### config.mk
export PLATFORM = sky130hd
export DESIGN_NAME = tdm_framer
export DESIGN_NICKNAME = d
export VERILOG_FILES = /design/src/rtl/tdm_pkg.sv /design/src/rtl/tdm_slot_seq.sv /design/src/rtl/tdm_chan_sel.sv /design/src/rtl/tdm_shift_out.sv /design/src/rtl/tdm_framer.sv
export SDC_FILE = /design/constraint.sdc
export NUM_CORES = 1
export LEC_CHECK = 0
export BUFFER_PORTS_ARGS = -buffer_cell sky130_fd_sc_hd__buf_2
export CORE_MARGIN = 2
export CORE_UTILIZATION = 52
export CTS_BUF_LIST = sky130_fd_sc_hd__clkbuf_8
export CTS_CLUSTER_DIAMETER = 150
export DETAILED_ROUTE_END_ITERATION = 12
export GPL_TIMING_DRIVEN = 0
export PLACE_DENSITY = 0.9
export SYNTH_ARGS = -nofsm -noshare
export SYNTH_HDL_FRONTEND = slang
export SYNTH_SLANG_ARGS = --single-unit
### constraint.sdc
create_clock -name clk -period 10.2 [get_ports clk]
set_input_delay 1.02 -clock clk [delete_from_list [all_inputs] [get_ports clk]]
set_output_delay 1.02 -clock clk [all_outputs]
set_load 0.02 [all_outputs]
### src/rtl/tdm_pkg.sv
package tdm_pkg;

  typedef enum logic {
    MODE_BIT  = 1'b0,
    MODE_WORD = 1'b1
  } tdm_mode_e;

endpackage

### src/rtl/tdm_slot_seq.sv
module tdm_slot_seq
  import tdm_pkg::*;
#(
  parameter int NUM_CH = 24,
  parameter int WORD_W = 8,
  localparam int SLOT_W = (NUM_CH > 1) ? $clog2(NUM_CH) : 1,
  localparam int BIT_W  = (WORD_W > 1) ? $clog2(WORD_W) : 1
) (
  input  logic              clk,
  input  logic              rst_n,
  input  logic              mode_req,
  output logic [SLOT_W-1:0] slot_cnt,
  output logic [BIT_W-1:0]  bit_cnt,
  output logic [BIT_W-1:0]  phase,
  output tdm_mode_e         mode_eff,
  output logic              head
);

  localparam logic [SLOT_W-1:0] LAST_SLOT = SLOT_W'(NUM_CH - 1);
  localparam logic [BIT_W-1:0]  LAST_BIT  = BIT_W'(WORD_W - 1);

  logic [SLOT_W-1:0] slot_q, slot_d;
  logic [BIT_W-1:0]  bit_q, bit_d;
  logic [BIT_W-1:0]  phase_q, phase_d;
  tdm_mode_e         mode_q, mode_d;
  logic              last_bit, last_slot;

  // Position counters point at the bit to be sent on the next edge.
  always_comb begin
    head      = (slot_q == '0) && (bit_q == '0);
    mode_eff  = head ? tdm_mode_e'(mode_req) : mode_q;
    last_bit  = (mode_eff == MODE_BIT) || (bit_q == LAST_BIT);
    last_slot = (slot_q == LAST_SLOT);

    slot_d  = slot_q;
    bit_d   = bit_q;
    phase_d = phase_q;
    mode_d  = mode_eff;

    if (last_bit) begin
      bit_d = '0;
      if (last_slot) begin
        slot_d  = '0;
        phase_d = (phase_q == LAST_BIT) ? '0 : phase_q + BIT_W'(1);
      end else begin
        slot_d = slot_q + SLOT_W'(1);
      end
    end else begin
      bit_d = bit_q + BIT_W'(1);
    end
  end

  always_ff @(posedge clk or negedge rst_n) begin
    if (!rst_n) begin
      slot_q  <= '0;
      bit_q   <= '0;
      phase_q <= '0;
      mode_q  <= MODE_BIT;
    end else begin
      slot_q  <= slot_d;
      bit_q   <= bit_d;
      phase_q <= phase_d;
      mode_q  <= mode_d;
    end
  end

  assign slot_cnt = slot_q;
  assign bit_cnt  = bit_q;
  assign phase    = phase_q;

endmodule

### src/rtl/tdm_chan_sel.sv
module tdm_chan_sel
  import tdm_pkg::*;
#(
  parameter int NUM_CH = 24,
  parameter int WORD_W = 8,
  localparam int SLOT_W = (NUM_CH > 1) ? $clog2(NUM_CH) : 1,
  localparam int BIT_W  = (WORD_W > 1) ? $clog2(WORD_W) : 1
) (
  input  logic [NUM_CH*WORD_W-1:0] ch_data,
  input  logic [SLOT_W-1:0]        slot_cnt,
  input  logic [BIT_W-1:0]         phase,
  input  tdm_mode_e                mode_eff,
  output logic [WORD_W-1:0]        load_val
);

  logic [WORD_W-1:0] lane [NUM_CH];
  logic [WORD_W-1:0] picked;

  for (genvar g = 0; g < NUM_CH; g++) begin : g_lane
    assign lane[g] = ch_data[g*WORD_W +: WORD_W];
  end

  always_comb begin
    picked = '0;
    for (int c = 0; c < NUM_CH; c++) begin
      if (slot_cnt == SLOT_W'(c)) picked = lane[c];
    end
  end

  // In bit mode the wanted bit is moved to the MSB so one shifter serves both modes.
  always_comb begin
    if (mode_eff == MODE_WORD) load_val = picked;
    else                       load_val = picked << phase;
  end

endmodule

### src/rtl/tdm_shift_out.sv
module tdm_shift_out #(
  parameter int NUM_CH = 24,
  parameter int WORD_W = 8,
  localparam int SLOT_W = (NUM_CH > 1) ? $clog2(NUM_CH) : 1
) (
  input  logic              clk,
  input  logic              rst_n,
  input  logic              load_en,
  input  logic [WORD_W-1:0] load_val,
  input  logic [SLOT_W-1:0] slot_in,
  input  logic              head_in,
  output logic              ser_out,
  output logic [SLOT_W-1:0] slot_idx,
  output logic              frame_start
);

  logic [WORD_W-1:0] shreg_q, shreg_d;
  logic [SLOT_W-1:0] slot_q;
  logic              fs_q;

  always_comb begin
    if (load_en) shreg_d = load_val;
    else         shreg_d = shreg_q << 1;
  end

  always_ff @(posedge clk or negedge rst_n) begin
    if (!rst_n) begin
      shreg_q <= '0;
      slot_q  <= '0;
      fs_q    <= 1'b0;
    end else begin
      shreg_q <= shreg_d;
      slot_q  <= slot_in;
      fs_q    <= head_in;
    end
  end

  assign ser_out     = shreg_q[WORD_W-1];
  assign slot_idx    = slot_q;
  assign frame_start = fs_q;

endmodule

### src/rtl/tdm_framer.sv
module tdm_framer
  import tdm_pkg::*;
#(
  parameter int NUM_CH = 24,
  parameter int WORD_W = 8,
  localparam int SLOT_W = (NUM_CH > 1) ? $clog2(NUM_CH) : 1,
  localparam int BIT_W  = (WORD_W > 1) ? $clog2(WORD_W) : 1
) (
  input  logic                     clk,
  input  logic                     rst_n,
  input  logic                     mode_word,
  input  logic [NUM_CH*WORD_W-1:0] ch_data,
  output logic                     ser_out,
  output logic [SLOT_W-1:0]        slot_idx,
  output logic                     frame_start
);

  logic [SLOT_W-1:0] slot_cnt;
  logic [BIT_W-1:0]  bit_cnt;
  logic [BIT_W-1:0]  phase;
  tdm_mode_e         mode_eff;
  logic              head;
  logic              load_en;
  logic [WORD_W-1:0] load_val;

  tdm_slot_seq #(.NUM_CH(NUM_CH), .WORD_W(WORD_W)) u_seq (
    .clk      (clk),
    .rst_n    (rst_n),
    .mode_req (mode_word),
    .slot_cnt (slot_cnt),
    .bit_cnt  (bit_cnt),
    .phase    (phase),
    .mode_eff (mode_eff),
    .head     (head)
  );

  tdm_chan_sel #(.NUM_CH(NUM_CH), .WORD_W(WORD_W)) u_sel (
    .ch_data  (ch_data),
    .slot_cnt (slot_cnt),
    .phase    (phase),
    .mode_eff (mode_eff),
    .load_val (load_val)
  );

  // Capture happens on the edge that sends a slot's first bit.
  assign load_en = (bit_cnt == '0);

  tdm_shift_out #(.NUM_CH(NUM_CH), .WORD_W(WORD_W)) u_out (
    .clk         (clk),
    .rst_n       (rst_n),
    .load_en     (load_en),
    .load_val    (load_val),
    .slot_in     (slot_cnt),
    .head_in     (head),
    .ser_out     (ser_out),
    .slot_idx    (slot_idx),
    .frame_start (frame_start)
  );

endmodule

==> impl_results.html <==
<table>
<tr><th>Metric</th><th>Value</th></tr>
<tr><th colspan="2">STA</th></tr>
<tr><td>Shortest period the worst path allows</td><td>4.333 ns</td></tr>
<tr><td>Post-route clock period utilization</td><td>42.48%</td></tr>
<tr><td>Worst slew margin relative to its limit</td><td>31.48%</td></tr>
<tr><td>Final hold violations</td><td>0</td></tr>
<tr><td>Clock Skews</td><td>0.002577 ns</td></tr>
<tr><td>Final max-slew violation count</td><td>0</td></tr>
<tr><td>RSZ-0062 raised after global routing</td><td>no</td></tr>
<tr><td>Number of failing setup endpoints in the final timing report</td><td>0</td></tr>
<tr><td>Final-layout setup total negative slack</td><td>0 ns</td></tr>
<tr><td>Worst-margin pin slew</td><td>1.012 ns</td></tr>
<tr><td>Final hold slack</td><td>0.4299 ns</td></tr>
<tr><td>Final critical-path setup slack</td><td>5.867 ns</td></tr>
<tr><td>Timing-limited maximum frequency</td><td>0.2308 GHz</td></tr>
<tr><th colspan="2">Synthesis</th></tr>
<tr><td>Post-synthesis async set-or-reset flop share</td><td>100.0%</td></tr>
<tr><td>Top post-synthesis cells by area</td><td>dfrtp_1 (16%), a21oi_1 (6.6%), nor2_1 (4.9%)</td></tr>
<tr><td>Count of unique library cells instantiated by Yosys</td><td>79</td></tr>
<tr><td>Syn Inst Count</td><td>560</td></tr>
<tr><td>Synth warn</td><td>0</td></tr>
<tr><td>Share of Yosys cell area claimed by the top area cell type</td><td>16.38%</td></tr>
<tr><td>Flop and latch count out of synthesis</td><td>26</td></tr>
<tr><td>Syn Area/Cell</td><td>7.092 sq um</td></tr>
<tr><td>Summed instance area of the synthesized netlist</td><td>0.003971 sq mm</td></tr>
<tr><td>Syn Nets</td><td>765</td></tr>
<tr><td>Share of the yosys chip area belonging to registers</td><td>16.38%</td></tr>
<tr><td>Main synth FF type</td><td>dfrtp_1</td></tr>
<tr><td>Number of flops mapped to enable cells by yosys</td><td>0</td></tr>
<tr><td>Cell type with the largest total area after synthesis</td><td>dfrtp_1</td></tr>
<tr><th colspan="2">Setup path</th></tr>
<tr><td>Worst setup EP type</td><td>flop</td></tr>
<tr><td>Arrival time at the worst endpoint</td><td>4.48 ns</td></tr>
<tr><td>Setup slack on the worst flop-to-flop path</td><td>5.87 ns</td></tr>
<tr><td>Crit path launch type</td><td>flop</td></tr>
<tr><td>Capturing instance or port of the critical path</td><td>u_out.shreg_q[6]</td></tr>
<tr><td>Worst Path Max Fanout</td><td>10</td></tr>
<tr><td>Depth of the worst register-to-register path</td><td>15</td></tr>
<tr><td>Worst flop-to-flop path endpoint</td><td>u_out.shreg_q[6]</td></tr>
<tr><td>Source of the critical timing path</td><td>u_seq.slot_cnt[1]</td></tr>
<tr><td>Crit Path Class</td><td>flop to flop</td></tr>
<tr><td>Critical register-to-register path startpoint</td><td>u_seq.slot_cnt[1]</td></tr>
<tr><td>Required @ worst endpoint</td><td>10.34 ns</td></tr>
<tr><th colspan="2">Clock network</th></tr>
<tr><td># H-tree levels</td><td>1</td></tr>
<tr><td>Cell at the root of the clock tree</td><td>clkbuf_8</td></tr>
<tr><td>Resized cells post-CTS</td><td>0</td></tr>
<tr><td>Number of post-CTS setup repair buffers</td><td>0</td></tr>
<tr><td>Clock insertion delay at the later pin of the skew report</td><td>0.26 ns</td></tr>
<tr><td>Post-CTS Hold Buffers</td><td>0</td></tr>
<tr><td>CTS clk-pin slew, worst paths</td><td>0.08 ns</td></tr>
<tr><td>Number of buffers between clock root and the deepest sink</td><td>2</td></tr>
<tr><td>CTS tree</td><td>yes</td></tr>
<tr><td>Clock buffer count from CTS</td><td>3</td></tr>
<tr><td>Total number of clock tree sinks</td><td>26</td></tr>
<tr><th colspan="2">Global routing</th></tr>
<tr><td>Vias in the first global route</td><td>5,544</td></tr>
<tr><td>Total routing resource utilization after global routing</td><td>43.54%</td></tr>
<tr><td>Wire length of the first global-routing pass</td><td>28,850 microns</td></tr>
<tr><td>Maximum number of pins on one net before global-route repair</td><td>27</td></tr>
<tr><td>Remaining global-route overflow</td><td>0</td></tr>
<tr><td>Number of antenna violations at the first check in global routing</td><td>1</td></tr>
<tr><th colspan="2">Floorplanning</th></tr>
<tr><td>Floorplan die area</td><td>0.008352 sq mm</td></tr>
<tr><td>Chip Width</td><td>91.39 microns</td></tr>
<tr><td>I/O pins</td><td>202</td></tr>
<tr><td>Area of the core region</td><td>0.007331 sq mm</td></tr>
<tr><td>Y dimension of the die</td><td>91.39 microns</td></tr>
<tr><td>Core Rows</td><td>31</td></tr>
<tr><td>Initial Util</td><td>54.17%</td></tr>
<tr><th colspan="2">Routing</th></tr>
<tr><td>Vias per inst</td><td>6.723</td></tr>
<tr><td>DRC violation count after routing</td><td>0</td></tr>
<tr><td>Average wire per cell in the routed design</td><td>21.83 microns</td></tr>
<tr><td>1st-pass router iterations</td><td>5</td></tr>
<tr><td>Detailed Route Iter0 Violations</td><td>885</td></tr>
<tr><td>WL final</td><td>18,860 microns</td></tr>
<tr><td>Number of nets with antenna violations after routing</td><td>0</td></tr>
<tr><td>Vias post-DR</td><td>5,809</td></tr>
<tr><th colspan="2">Placement</th></tr>
<tr><td>Placer's final routability congestion estimate</td><td>1.085</td></tr>
<tr><td>Placed wire-length estimate after detailed placement</td><td>15,100 microns</td></tr>
<tr><td>Post-placement worst setup slack</td><td>6.113 ns</td></tr>
<tr><td>Number of buffers added on ports</td><td>201</td></tr>
<tr><th colspan="2">Run</th></tr>
<tr><td>Number of maximum-capacitance constraint violations</td><td>0</td></tr>
<tr><th colspan="2">Final layout</th></tr>
<tr><td>Layout overhead on the synthesized area</td><td>29.55%</td></tr>
<tr><td>Top library cells by usage in the layout, fill and taps aside</td><td>buf_2 (220), nor2_1 (52), a21oi_1 (52)</td></tr>
<tr><td>Share of post-route cells with drive strength above 1</td><td>33.12%</td></tr>
<tr><td># fillers</td><td>653</td></tr>
<tr><td>Net count, final</td><td>971</td></tr>
<tr><td>Most frequent standard cell in the layout excluding fill and tap cells</td><td>buf_2</td></tr>
<tr><th colspan="2">Status</th></tr>
<tr><td>Outcome</td><td>complete, no violations</td></tr>
<tr><th colspan="2">Pwr</th></tr>
<tr><td>Power density over cell area</td><td>312.6 mW/mm^2</td></tr>
<tr><td>Max rail drop VDD</td><td>270.7 uV</td></tr>
<tr><td>LEAKAGE</td><td>2.412 nW</td></tr>
<tr><td>Design Power</td><td>0.001609 W</td></tr>
<tr><th colspan="2">Min path</th></tr>
<tr><td>Kind of path behind the tightest hold check</td><td>flop to flop</td></tr>
</table>
-- metrics by stage --
stage	cells	utilization (%)	cell area (sq um)
6_report	864	70.18	5145
5_1_grt	864	70.18	5145
4_1_cts	863	70.15	5142
3_5_place_dp	860	69.59	5101
3_3_place_gp	860	69.59	5101
2_1_floorplan	560	-	3971
-- critical path: stages, from the launching register on --
cell      delay [ns]
dfrtp_1         0.45
ha_1            0.36
buf_2           0.33
buf_1           0.44
nand2_1         0.16
nor2_1          0.16
ha_1            0.18
clkbuf_1        0.45
a21o_1          0.26
or2_2           0.20
a211oi_1        0.09
nor4b_1         0.38
nor3b_1         0.13
a311o_1         0.34
a21oi_1         0.18
o32ai_1         0.10
-- sequential cells by signal (all words and copies together), names as in the netlist --
name / cells
u_out.frame_start: 1
u_out.slot_idx: 5
u_seq.slot_cnt: 5
u_out.shreg_q: 8
u_seq.phase: 3
u_seq.bit_cnt: 3
u_seq.mode_q: 1
-- report_power, final --
part	switching (W)	internal, W
sequential	0.0000341	0.000151
combinational	0.000859	0.000510
clock	0.0000275	0.0000264
total	0.000921	0.000688
-- worst min path at each step --
| stage | start | endpoint | slack [ns] | cells after the start |
|---|---|---|---|---|
| 2_1_floorplan | u_seq.slot_cnt[2] | u_out.slot_idx[2] | 0.39 | 0 |
| 3_3_place_gp | u_seq.slot_cnt[2] | u_out.slot_idx[2] | 0.39 | 0 |
| 3_5_place_dp | u_seq.slot_cnt[2] | u_out.slot_idx[2] | 0.42 | 0 |
| 4_1_cts | u_seq.slot_cnt[2] | u_out.slot_idx[2] | 0.43 | 0 |
| 5_1_grt | u_seq.slot_cnt[2] | u_out.slot_idx[2] | 0.44 | 0 |
| 6_report | u_seq.slot_cnt[2] | u_out.slot_idx[2] | 0.43 | 0 |
-- cells in the mapped netlist (all sizes together) (4+ instances only) --
cell     count
a21o         7
o21ai       37
a21oi       54
nand4        4
nand2b      21
clkbuf      24
o22ai       12
nand4b       6
nand3b      13
a22o         4
o31a         6
nor3        12
or3b         4
ha          10
nand2       39
a211oi      10
buf         25
or4          5
a221oi      15
a32oi        4
a22oi        5
nor3b        8
a2bb2oi      4
or2          6
and4b        4
a211o        6
mux2i        4
nor2        52
o221ai       7
dfrtp       26
inv         27
nand3       19
a31oi        7
or3          4
nor2b       10
-- metal layers --
layer | global-route usage (%) | wire length [microns]
met1 | 56.68 | 7015
met2 | 69.30 | 8395
met3 | 8.050 | 2447
met4 | 20.71 | 1004
met5 | 0 | 0
-- layout make-up --
class / count / area [sq um] / share of cell area [%]
multi-input combinational: 458 / 2999 / 58.29
timing repair buffer: 201 / 1006 / 19.55
sequential: 26 / 650.6 / 12.65
buffer: 49 / 220.2 / 4.280
tap: 99 / 123.9 / 2.408
inverter: 27 / 101.3 / 1.970
clock buffer: 3 / 41.29 / 0.8025
antenna: 1 / 2.502 / 0.04864
-- kinds of logic after synthesis --
| kind of cell | Yosys count | synth area share [%] |
|---|---|---|
| AOI/OAI and AO/OA | 211 | 36.67 |
| muxes | 8 | 2.520 |
| xor gates and xnor gates | 1 | 0.2206 |
| DFF | 26 | 16.38 |
| and+or+nand+nor | 228 | 32.96 |
| buffers and inverters | 76 | 8.097 |
| adders and majority gates | 10 | 3.151 |
Power figures use the tool's default switching activity.
